## config.mk

```make
export PLATFORM = sky130hd
export DESIGN_NAME = bad_block_remapper
export DESIGN_NICKNAME = d
export VERILOG_FILES = /design/src/rtl/bbr_pkg.sv /design/src/rtl/bbr_ctrl.sv /design/src/rtl/bbr_datapath.sv /design/src/rtl/bad_block_remapper.sv
export SDC_FILE = /design/constraint.sdc
export NUM_CORES = 1
export LEC_CHECK = 0
export ABC_CLOCK_PERIOD_IN_PS = 3100
export CORE_MARGIN = 1.5
export CORE_UTILIZATION = 35
export CTS_CLUSTER_SIZE = 30
export DETAILED_ROUTE_END_ITERATION = 10
export HOLD_SLACK_MARGIN = 0.12
export PLACE_DENSITY = 0.59
export SYNTH_ARGS = -nofsm -noshare
export SYNTH_HDL_FRONTEND = slang
export SYNTH_SLANG_ARGS = --single-unit
```

## constraint.sdc

```tcl
create_clock -name clk -period 3.1 [get_ports clk]
set_input_delay 0.31 -clock clk [delete_from_list [all_inputs] [get_ports clk]]
set_output_delay 0.31 -clock clk [all_outputs]
set_load 0.05 [all_outputs]
```

## src/rtl/bbr_pkg.sv

```systemverilog
package bbr_pkg;

  typedef struct packed {
    logic mapGood;
    logic poolGood;
    logic startCopy;
    logic commitCopy;
    logic dropEntry;
  } bbr_strobe_t;

  typedef enum logic [1:0] {
    ST_SCAN  = 2'd0,
    ST_READY = 2'd1,
    ST_COPY  = 2'd2
  } bbr_state_t;

endpackage

```

## src/rtl/bbr_ctrl.sv

```systemverilog
module bbr_ctrl
  import bbr_pkg::*;
#(
  parameter int NUM_PHYS = 16,
  parameter int NUM_LOG  = 10,
  localparam int PW = $clog2(NUM_PHYS),
  localparam int LW = $clog2(NUM_LOG)
) (
  input  logic          clk,
  input  logic          rstN,
  input  logic          scanValid,
  input  logic          scanBad,
  input  logic          retireReq,
  input  logic [LW-1:0] retireLog,
  input  logic          copyAck,
  input  logic          retireMapped,
  input  logic          spareAvail,
  input  logic          mapFull,
  output bbr_strobe_t   strb,
  output logic [PW-1:0] scanIdx,
  output logic          pendActive,
  output logic [LW-1:0] pendLog,
  output logic          initDone,
  output logic          copyReq
);

  localparam logic [PW-1:0] LAST_PHYS = PW'(NUM_PHYS - 1);

  bbr_state_t state, nextState;

  always_comb begin
    strb      = '0;
    nextState = state;
    case (state)
      ST_SCAN: begin
        if (scanValid) begin
          if (scanIdx != '0 && !scanBad) begin
            if (!mapFull) strb.mapGood  = 1'b1;
            else          strb.poolGood = 1'b1;
          end
          if (scanIdx == LAST_PHYS) nextState = ST_READY;
        end
      end
      ST_READY: begin
        if (retireReq && retireMapped) begin
          if (spareAvail) begin
            strb.startCopy = 1'b1;
            nextState      = ST_COPY;
          end else begin
            strb.dropEntry = 1'b1;
          end
        end
      end
      ST_COPY: begin
        if (copyAck) begin
          strb.commitCopy = 1'b1;
          nextState       = ST_READY;
        end
      end
      default: nextState = ST_SCAN;
    endcase
  end

  always_ff @(posedge clk) begin
    if (!rstN) begin
      state   <= ST_SCAN;
      scanIdx <= '0;
      pendLog <= '0;
    end else begin
      state <= nextState;
      if (state == ST_SCAN && scanValid) scanIdx <= scanIdx + 1'b1;
      if (strb.startCopy) pendLog <= retireLog;
    end
  end

  assign pendActive = (state == ST_COPY);
  assign copyReq    = (state == ST_COPY);
  assign initDone   = (state != ST_SCAN);

endmodule

```

## src/rtl/bbr_datapath.sv

```systemverilog
module bbr_datapath
  import bbr_pkg::*;
#(
  parameter int NUM_PHYS = 16,
  parameter int NUM_LOG  = 10,
  localparam int PW = $clog2(NUM_PHYS),
  localparam int LW = $clog2(NUM_LOG),
  localparam int CW = $clog2(NUM_LOG + 1)
) (
  input  logic          clk,
  input  logic          rstN,
  input  bbr_strobe_t   strb,
  input  logic [PW-1:0] scanIdx,
  input  logic [LW-1:0] retireLog,
  input  logic [LW-1:0] pendLog,
  input  logic          pendActive,
  input  logic          initDone,
  input  logic          lookupValid,
  input  logic [LW-1:0] lookupLog,
  output logic          retireMapped,
  output logic          spareAvail,
  output logic          mapFull,
  output logic [PW-1:0] copyOldPhys,
  output logic [PW-1:0] copyNewPhys,
  output logic          resValid,
  output logic          resBusy,
  output logic [PW-1:0] resPhys,
  output logic [CW-1:0] capacity,
  output logic          exhausted
);

  logic [PW-1:0]       mapPhys [NUM_LOG];
  logic [NUM_LOG-1:0]  mapValid;
  logic [NUM_PHYS-1:0] spareMask;
  logic [CW-1:0]       nextLog;
  logic [PW-1:0]       lowSpare;

  // one register slot per logical block
  for (genvar e = 0; e < NUM_LOG; e++) begin : g_entry
    always_ff @(posedge clk) begin
      if (!rstN) begin
        mapPhys[e]  <= '0;
        mapValid[e] <= 1'b0;
      end else begin
        if (strb.mapGood && nextLog == CW'(e)) begin
          mapPhys[e]  <= scanIdx;
          mapValid[e] <= 1'b1;
        end
        if (strb.commitCopy && pendLog == LW'(e)) mapPhys[e] <= copyNewPhys;
        if (strb.dropEntry && retireLog == LW'(e)) mapValid[e] <= 1'b0;
      end
    end
  end

  // lowest-numbered spare; bit 0 is never set
  always_comb begin
    lowSpare = '0;
    for (int i = NUM_PHYS - 1; i >= 1; i--) begin
      if (spareMask[i]) lowSpare = PW'(i);
    end
  end

  logic retireInRange, lookupInRange, lookupMapped, lookupPend;
  logic [PW-1:0] lookupEntry;

  assign retireInRange = {1'b0, retireLog} < (LW+1)'(NUM_LOG);
  assign lookupInRange = {1'b0, lookupLog} < (LW+1)'(NUM_LOG);
  assign retireMapped  = retireInRange && mapValid[retireLog];
  assign lookupMapped  = lookupInRange && mapValid[lookupLog];
  assign lookupEntry   = lookupInRange ? mapPhys[lookupLog] : '0;
  assign lookupPend    = pendActive && (pendLog == lookupLog);
  assign spareAvail    = |spareMask;
  assign mapFull       = (nextLog == CW'(NUM_LOG));
  assign exhausted     = initDone && !spareAvail;

  always_ff @(posedge clk) begin
    if (!rstN) begin
      spareMask   <= '0;
      nextLog     <= '0;
      capacity    <= '0;
      copyOldPhys <= '0;
      copyNewPhys <= '0;
    end else begin
      if (strb.mapGood) begin
        nextLog  <= nextLog + 1'b1;
        capacity <= capacity + 1'b1;
      end
      if (strb.poolGood) spareMask[scanIdx] <= 1'b1;
      if (strb.startCopy) begin
        copyOldPhys         <= mapPhys[retireLog];
        copyNewPhys         <= lowSpare;
        spareMask[lowSpare] <= 1'b0;
      end
      if (strb.dropEntry) capacity <= capacity - 1'b1;
    end
  end

  always_ff @(posedge clk) begin
    if (!rstN) begin
      resValid <= 1'b0;
      resBusy  <= 1'b0;
      resPhys  <= '0;
    end else begin
      resValid <= lookupValid && initDone && lookupMapped && !lookupPend;
      resBusy  <= lookupValid && initDone && lookupMapped && lookupPend;
      resPhys  <= (lookupValid && initDone && lookupMapped && !lookupPend)
                  ? lookupEntry : '0;
    end
  end

endmodule

```

## src/rtl/bad_block_remapper.sv

```systemverilog
module bad_block_remapper
  import bbr_pkg::*;
#(
  parameter int NUM_PHYS = 16,
  parameter int NUM_LOG  = 10,
  localparam int PW = $clog2(NUM_PHYS),
  localparam int LW = $clog2(NUM_LOG),
  localparam int CW = $clog2(NUM_LOG + 1)
) (
  input  logic          clk,
  input  logic          rstN,
  input  logic          scanValid,
  input  logic          scanBad,
  output logic          initDone,
  input  logic          lookupValid,
  input  logic [LW-1:0] lookupLog,
  output logic          resValid,
  output logic          resBusy,
  output logic [PW-1:0] resPhys,
  input  logic          retireReq,
  input  logic [LW-1:0] retireLog,
  output logic          copyReq,
  output logic [PW-1:0] copyOldPhys,
  output logic [PW-1:0] copyNewPhys,
  input  logic          copyAck,
  output logic [CW-1:0] capacity,
  output logic          exhausted
);

  bbr_strobe_t   strb;
  logic [PW-1:0] scanIdx;
  logic [LW-1:0] pendLog;
  logic          pendActive, retireMapped, spareAvail, mapFull;

  bbr_ctrl #(.NUM_PHYS(NUM_PHYS), .NUM_LOG(NUM_LOG)) u_ctrl (
    .clk(clk), .rstN(rstN), .scanValid(scanValid), .scanBad(scanBad),
    .retireReq(retireReq), .retireLog(retireLog), .copyAck(copyAck),
    .retireMapped(retireMapped), .spareAvail(spareAvail), .mapFull(mapFull),
    .strb(strb), .scanIdx(scanIdx), .pendActive(pendActive), .pendLog(pendLog),
    .initDone(initDone), .copyReq(copyReq)
  );

  bbr_datapath #(.NUM_PHYS(NUM_PHYS), .NUM_LOG(NUM_LOG)) u_dp (
    .clk(clk), .rstN(rstN), .strb(strb), .scanIdx(scanIdx),
    .retireLog(retireLog), .pendLog(pendLog), .pendActive(pendActive),
    .initDone(initDone), .lookupValid(lookupValid), .lookupLog(lookupLog),
    .retireMapped(retireMapped), .spareAvail(spareAvail), .mapFull(mapFull),
    .copyOldPhys(copyOldPhys), .copyNewPhys(copyNewPhys),
    .resValid(resValid), .resBusy(resBusy), .resPhys(resPhys),
    .capacity(capacity), .exhausted(exhausted)
  );

endmodule

```

==> results of run 1 <==
==> cells by family after synthesis <==
| kind of cell | after synthesis | share of synthesized area [%] |
|---|---|---|
| fa+ha+maj | 11 | 2.65 |
| compound gates | 145 | 16.4 |
| buf+inv | 48 | 3.60 |
| simple gates | 220 | 21.2 |
| mux | 39 | 11.4 |
| flops | 98 | 43.1 |
| xor+xnor | 11 | 1.76 |
==> how the worst max path moves through the flow <==
stage / start / end / slack (ns) / depth (start not counted)
after global placement: retireLog[2] / u_dp.capacity[3] / 0.11 / 13
final: u_dp.spareMask[13] / u_dp.capacity[3] / 0.33 / 12
after CTS: u_dp.spareMask[13] / exhausted / 0.17 / 5
after detailed placement: retireLog[2] / u_dp.capacity[3] / 0.04 / 13
after global routing: u_dp.spareMask[13] / u_dp.capacity[3] / 0.01 / 12
after floorplan: u_dp.spareMask[5] / u_dp.capacity[3] / 0.46 / 12
==> worst reg2reg max path: stages, from the launching register on <==
cell     delay (ns)
dfxtp_1        0.34
nor4_1         0.56
nand4_1        0.25
nor2b_1        0.27
nand2_1        0.10
inv_1          0.09
ha_1           0.23
a21o_1         0.18
a21oi_1        0.18
nor3_1         0.07
a31oi_1        0.18
xnor2_1        0.08
and2_1         0.14
==> cell usage in the layout, fill, tap and decap left out, types with 4 or more instances in the layout <==
cell	instances
and2_1	12
clkbuf_1	4
dfxtp_1	58
nand4_1	4
nor2_1	34
edfxtp_1	40
nand3b_1	10
o22ai_1	9
ha_1	10
buf_4	21
mux2i_1	15
a22oi_1	4
a31oi_1	8
nand2b_1	7
nand3_1	10
nor3_1	15
a21oi_1	29
nand2_1	78
o21ai_0	55
xnor2_1	8
nor2b_1	14
mux4_2	18
nor4_1	6
a22o_1	4
clkdlybuf4s50_1	33
a211oi_1	9
a21o_1	9
clkbuf_16	9
mux2_2	6
inv_1	20
==> final cells by class <==
type,instances,share of cell area (%)
Multi-Input combinational cell,426,45.8
Sequential cell,98,36.9
Timing Repair Buffer,56,7.89
Tap cell,211,4.12
Clock buffer,14,3.96
Inverter,20,1.17
Clock inverter,2,0.195
==> through the flow <==
step	std cells	area (sq um)	worst slack, ns	hold WS [ns]	power (uW)
2_1_floorplan	572	5490	0.460	0.425	1540
3_3_place_gp	811	6130	0.106	0.447	1620
3_5_place_dp	811	6130	0.0366	0.440	1620
4_1_cts	827	6400	0.168	0.363	2650
5_1_grt	827	6410	0.0138	0.405	2720
6_report	827	6410	0.333	0.376	2630
==> routing by layer <==
| layer | GRT usage [%] | up-vias |
|---|---|---|
| li1 | - | 2180 |
| met1 | 23.5 | 2166 |
| met2 | 32.7 | 180 |
| met3 | 4.47 | 45 |
| met4 | 9.45 | 0 |
| met5 | 0 | - |
==> flip-flops by register name, summed over array words and instances (netlist names) <==
| register | flops |
|---|---|
| u_ctrl.pendLog | 4 |
| u_ctrl.scanIdx | 4 |
| u_ctrl.state | 2 |
| u_dp.capacity | 4 |
| u_dp.copyNewPhys | 4 |
| u_dp.copyOldPhys | 4 |
| u_dp.mapPhys | 40 |
| u_dp.mapValid | 10 |
| u_dp.nextLog | 4 |
| u_dp.resBusy | 1 |
| u_dp.resPhys | 4 |
| u_dp.resValid | 1 |
| u_dp.spareMask | 16 |
==> power by group <==
group | total (uW) | switching [uW] | internal, uW | leakage (uW)
Combinational | 214 | 121 | 93.5 | 0.00127
Sequential | 1380 | 19.8 | 1360 | 0.000881
Clock | 1030 | 469 | 566 | 0.000127
Total | 2630 | 609 | 2020 | 0.00228
==> qor.csv, run 1 <==
metric,value,unit
status,"complete, no violations",
ys_warn_count,0,
tns,0,ns
start_util,36.0,%
cts_root_buffer,clkbuf_16,
path_cells,nor4_1 > nand4_1 > nor2b_1 > nand2_1 > inv_1 > ha_1 > a21o_1 > a21oi_1 > nor3_1 > a31oi_1 > xnor2_1 > and2_1,
diodes,0,
period_needed,2.77,ns
num_vias,4571,
finalSetupViolCount,0,
netlist.area_leader.share,21.9,%
async_flop_share,0,%
synth_fp_nets,598,
reg2reg_depth,12,
min_from,rstN,
multi_input_area,0.00293,sq mm
yosys-top-cells-count,"nand2_1 (78), dfxtp_1 (58), o21ai_0 (55)",
cp_slowest_cell,nor4_1,
yosysSeqAreaShare,43.1,%
drive_above_1_share,11.9,%
drcViolationCount,0,
place.gp.congestion,0.922,
wl_met3,851,um
reg2reg_setup_slack,0.33,ns
worst-path-max-fanout,4,
seqCellArea,0.00236,sq mm
clock_latency,0.35,ns
syn_avg_cell_area,9.59,sq um
hold_end,u_dp.spareMask[0],
syn_inst,572,
cpPeakStageDelay,0.56,ns
ios,36,
drt-total-wl,15.2,mm
slew-limit-headroom,46.2,%
fin_skew,0.00447,ns
portBuffers,35,
nets,637,
cts_tree,built,
post_drt_wl_per_cell,18.3,um
syn_area,0.00549,sq mm
drt_iter0_drc,336,
hpwl,11.5,mm
worst_path_dominant_cell_family,simple AND/OR/NAND/NOR gates,
r2r_start,u_dp.spareMask[13],
grt_pass1_vias,4618,
core_area,0.0153,sq mm
dieWidth,128,um
path_clk_slew,0.07,ns
numCtsBuffers,9,
cts_setup_buffers,0,
cts_hold_buffers,0,
synthDistinctLibCells,62,
gr-total-overflow,0,
synth_ff_type,dfxtp_1,
antenna_left,0,
rows,45,
min-delay-path-class,in2reg,
wl_met2,7.47,mm
synth-seq-cells,98,
yosysMostFrequentCell,nand2_1,
arrival,3.02,ns
finalHoldViolations,0,
leakagePower,0.00228,uW
cp_data_required_time,3.35,ns
area_growth,16.8,%
slew_viol_final,0,
powerDensity,411,mW/mm^2
antenna_found_initial,0,
die_area,0.0164,sq mm
cts_buffer_depth,2,
grt_pass1_wl,24.2,mm
yosys-top-cells-area,"edfxtp_1 (22%), dfxtp_1 (21%), mux4_2 (7.4%), nand2_1 (5.3%), o21ai_0 (5.0%)",
max_freq,361,MHz
maxCapViolCount,0,
synth_edf_count,40,
holdPathStages,3,
synth_top_area_cell,edfxtp_1,
avgViaCountPerCell,5.53,
utilization,42.0,%
cts_sinks,98,
worstReg2RegEnd,u_dp.capacity[3],
rsz0062_at_grt,no,
post-route-period-util,89.3,%
num-fill-cells,1510,
grt_max_degree,37,
endpoint_kind,flip-flop,
critical_path_class,reg2reg,
fp.dieH,128,um
m1WireLength,6.31,mm
highest_layer,met4,
worstSetupStartpointType,flip-flop,
cts_resized,0,
dr.pass1.iters,4,
worst_pin_slew,0.803,ns
cts_max_level,3,
grt.total_usage,19.4,%
ir_drop,0.271,mV
path_buf_inv,1,
(Power assumes the default switching activity.)
==> inputs of run 2 (changes only) <==
--- a/config.mk
+++ b/config.mk
@@ -6,12 +6,14 @@
 export NUM_CORES = 1
 export LEC_CHECK = 0
 export ABC_CLOCK_PERIOD_IN_PS = 3100
+export CORE_ASPECT_RATIO = 1.25
 export CORE_MARGIN = 1.5
 export CORE_UTILIZATION = 35
 export CTS_CLUSTER_SIZE = 30
 export DETAILED_ROUTE_END_ITERATION = 10
 export HOLD_SLACK_MARGIN = 0.12
 export PLACE_DENSITY = 0.59
+export SKIP_CTS_REPAIR_TIMING = 1
 export SYNTH_ARGS = -nofsm -noshare
 export SYNTH_HDL_FRONTEND = slang
 export SYNTH_SLANG_ARGS = --single-unit
==> qor.csv, run 2 (synthesis results as in run 1) <==
metric,value,unit
largest_register_ffs,40,
internal_power,2140,uW
cp_slowest_cell,clkdlybuf4s50_1,
portBuffers,35,
dieWidth,115,um
drcViolationCount,0,
path_cells,nor4_1 > nand4_1 > buf_4 > nor2b_1 > clkdlybuf4s50_1,
hpwl,11.7,mm
cts_sinks,98,
clock_latency,0.36,ns
nets,637,
min-delay-path-class,in2reg,
power.share.switching,22.9,%
fin_skew,0.0104,ns
ios,36,
r2r_start,u_ctrl.scanIdx[0],
drt-total-wl,15.1,mm
path_clk_slew,0.07,ns
place.gp.congestion,0.921,
switching_power,634,uW
dr.pass1.iters,5,
critical_path_class,reg2out,
rows,51,
worst-path-max-fanout,5,
area_growth,17.5,%
grt_max_degree,45,
post-route-period-util,92.5,%
holdPathStages,2,
pwr-share-seq,49.9,%
hold_end,u_dp.copyOldPhys[2],
drive_above_1_share,12.3,%
worst_path_dominant_cell_family,buffers and inverters,
slew_viol_final,0,
final_common_cell,nand2_1,
diodes,0,
path_buf_inv,2,
antenna_found_initial,0,
finalHoldViolations,0,
cts_max_level,3,
endpoint_kind,primary output,
fp.dieH,143,um
cpPeakStageDelay,0.82,ns
path_depth,5,
mostFrequentLayoutCells,"nand2_1 (78), dfxtp_1 (58), o21ai_0 (55)",
p_clk_share,42.4,%
worstSetupStartpointType,flip-flop,
largestRegisters,"u_dp.mapPhys (40), u_dp.spareMask (16), u_dp.mapValid (10)",
grt_pass1_wl,23.7,mm
min_from,rstN,
grt.total_usage,19.4,%
powerDensity,430,mW/mm^2
reg2reg_depth,7,
arrival,2.56,ns
core_area,0.0154,sq mm
slew-limit-headroom,43.6,%
period_needed,2.87,ns
numCtsBuffers,9,
maxCapViolCount,0,
cp_data_required_time,2.79,ns
num_vias,4492,
antenna_left,0,
drt_iter0_drc,344,
tns,0,ns
total_power,2770,uW
finalSetupViolCount,0,
die_area,0.0164,sq mm
reg2reg_setup_slack,0.40,ns
max_freq,349,MHz
rsz0062_at_grt,no,
status,"complete, no violations",
top_register,u_dp.mapPhys,
gr-total-overflow,0,
num-fill-cells,1559,
cts_root_buffer,clkbuf_16,
p_comb_share,7.7,%
grt_pass1_vias,4401,
ir_drop,0.196,mV
seqCellArea,0.00236,sq mm
cts_buffer_depth,2,
worstReg2RegEnd,u_dp.mapPhys[4][0],
cts_tree,built,
start_util,35.5,%
leakagePower,0.00229,uW
avgViaCountPerCell,5.43,
worst_pin_slew,0.843,ns
multi_input_area,0.00293,sq mm
post_drt_wl_per_cell,18.2,um
run 2: layer usage:
layer	up-vias	track usage (%)	wire [um]
met1	2100	22.8	6090
li1	2178	-	-
met4	0	9.62	639
met2	172	33.4	7490
met3	42	3.99	876
met5	-	0	0
run 2: through the flow:
stage / std cells / utilization, % / cell area [sq um] / setup slack [ns] / hold slack, ns
after floorplan: 572 / - / 5490 / 0.460 / 0.425
after global placement: 812 / 39.7 / 6130 / 0.0973 / 0.441
after detailed placement: 812 / 39.7 / 6130 / 0.0187 / 0.441
after CTS: 828 / 41.7 / 6450 / 0.211 / 0.339
after global routing: 828 / 41.7 / 6450 / 0.0882 / 0.362
final: 828 / 41.7 / 6450 / 0.232 / 0.349
run 2: final cells by class:
cell class	instances	share of cell area, %
flip-flops and latches	98	36.6
multi-input cells	426	45.4
clock buffers	11	3.96
repair buffers	56	7.80
inverters	20	1.16
clock inverters	5	0.912
well taps	212	4.11
run 2: worst max path at each step:
stage / from / end / slack [ns]
after floorplan: u_dp.spareMask[5] / u_dp.capacity[3] / 0.46
after global placement: retireLog[2] / u_dp.capacity[3] / 0.1
final: u_dp.spareMask[8] / exhausted / 0.23
after global routing: u_dp.spareMask[8] / exhausted / 0.09
after CTS: u_dp.spareMask[9] / exhausted / 0.21
after detailed placement: retireLog[2] / u_dp.capacity[3] / 0.02
run 2: worst register-to-register path: stages (launching register included):
cell      delay [ns]
dfxtp_1         0.60
inv_1           0.15
ha_1            0.24
nor3b_1         0.18
or3_4           0.43
nor3b_4         0.46
nand2_1         0.10
nand3b_1        0.21
run 2: power groups by stage:
stage	Combinational (uW)	Clock, uW	Sequential [uW]
2_1_floorplan	137	0	1400
3_3_place_gp	210	0	1410
3_5_place_dp	213	0	1410
4_1_cts	214	1200	1380
5_1_grt	230	1250	1380
6_report	213	1170	1380
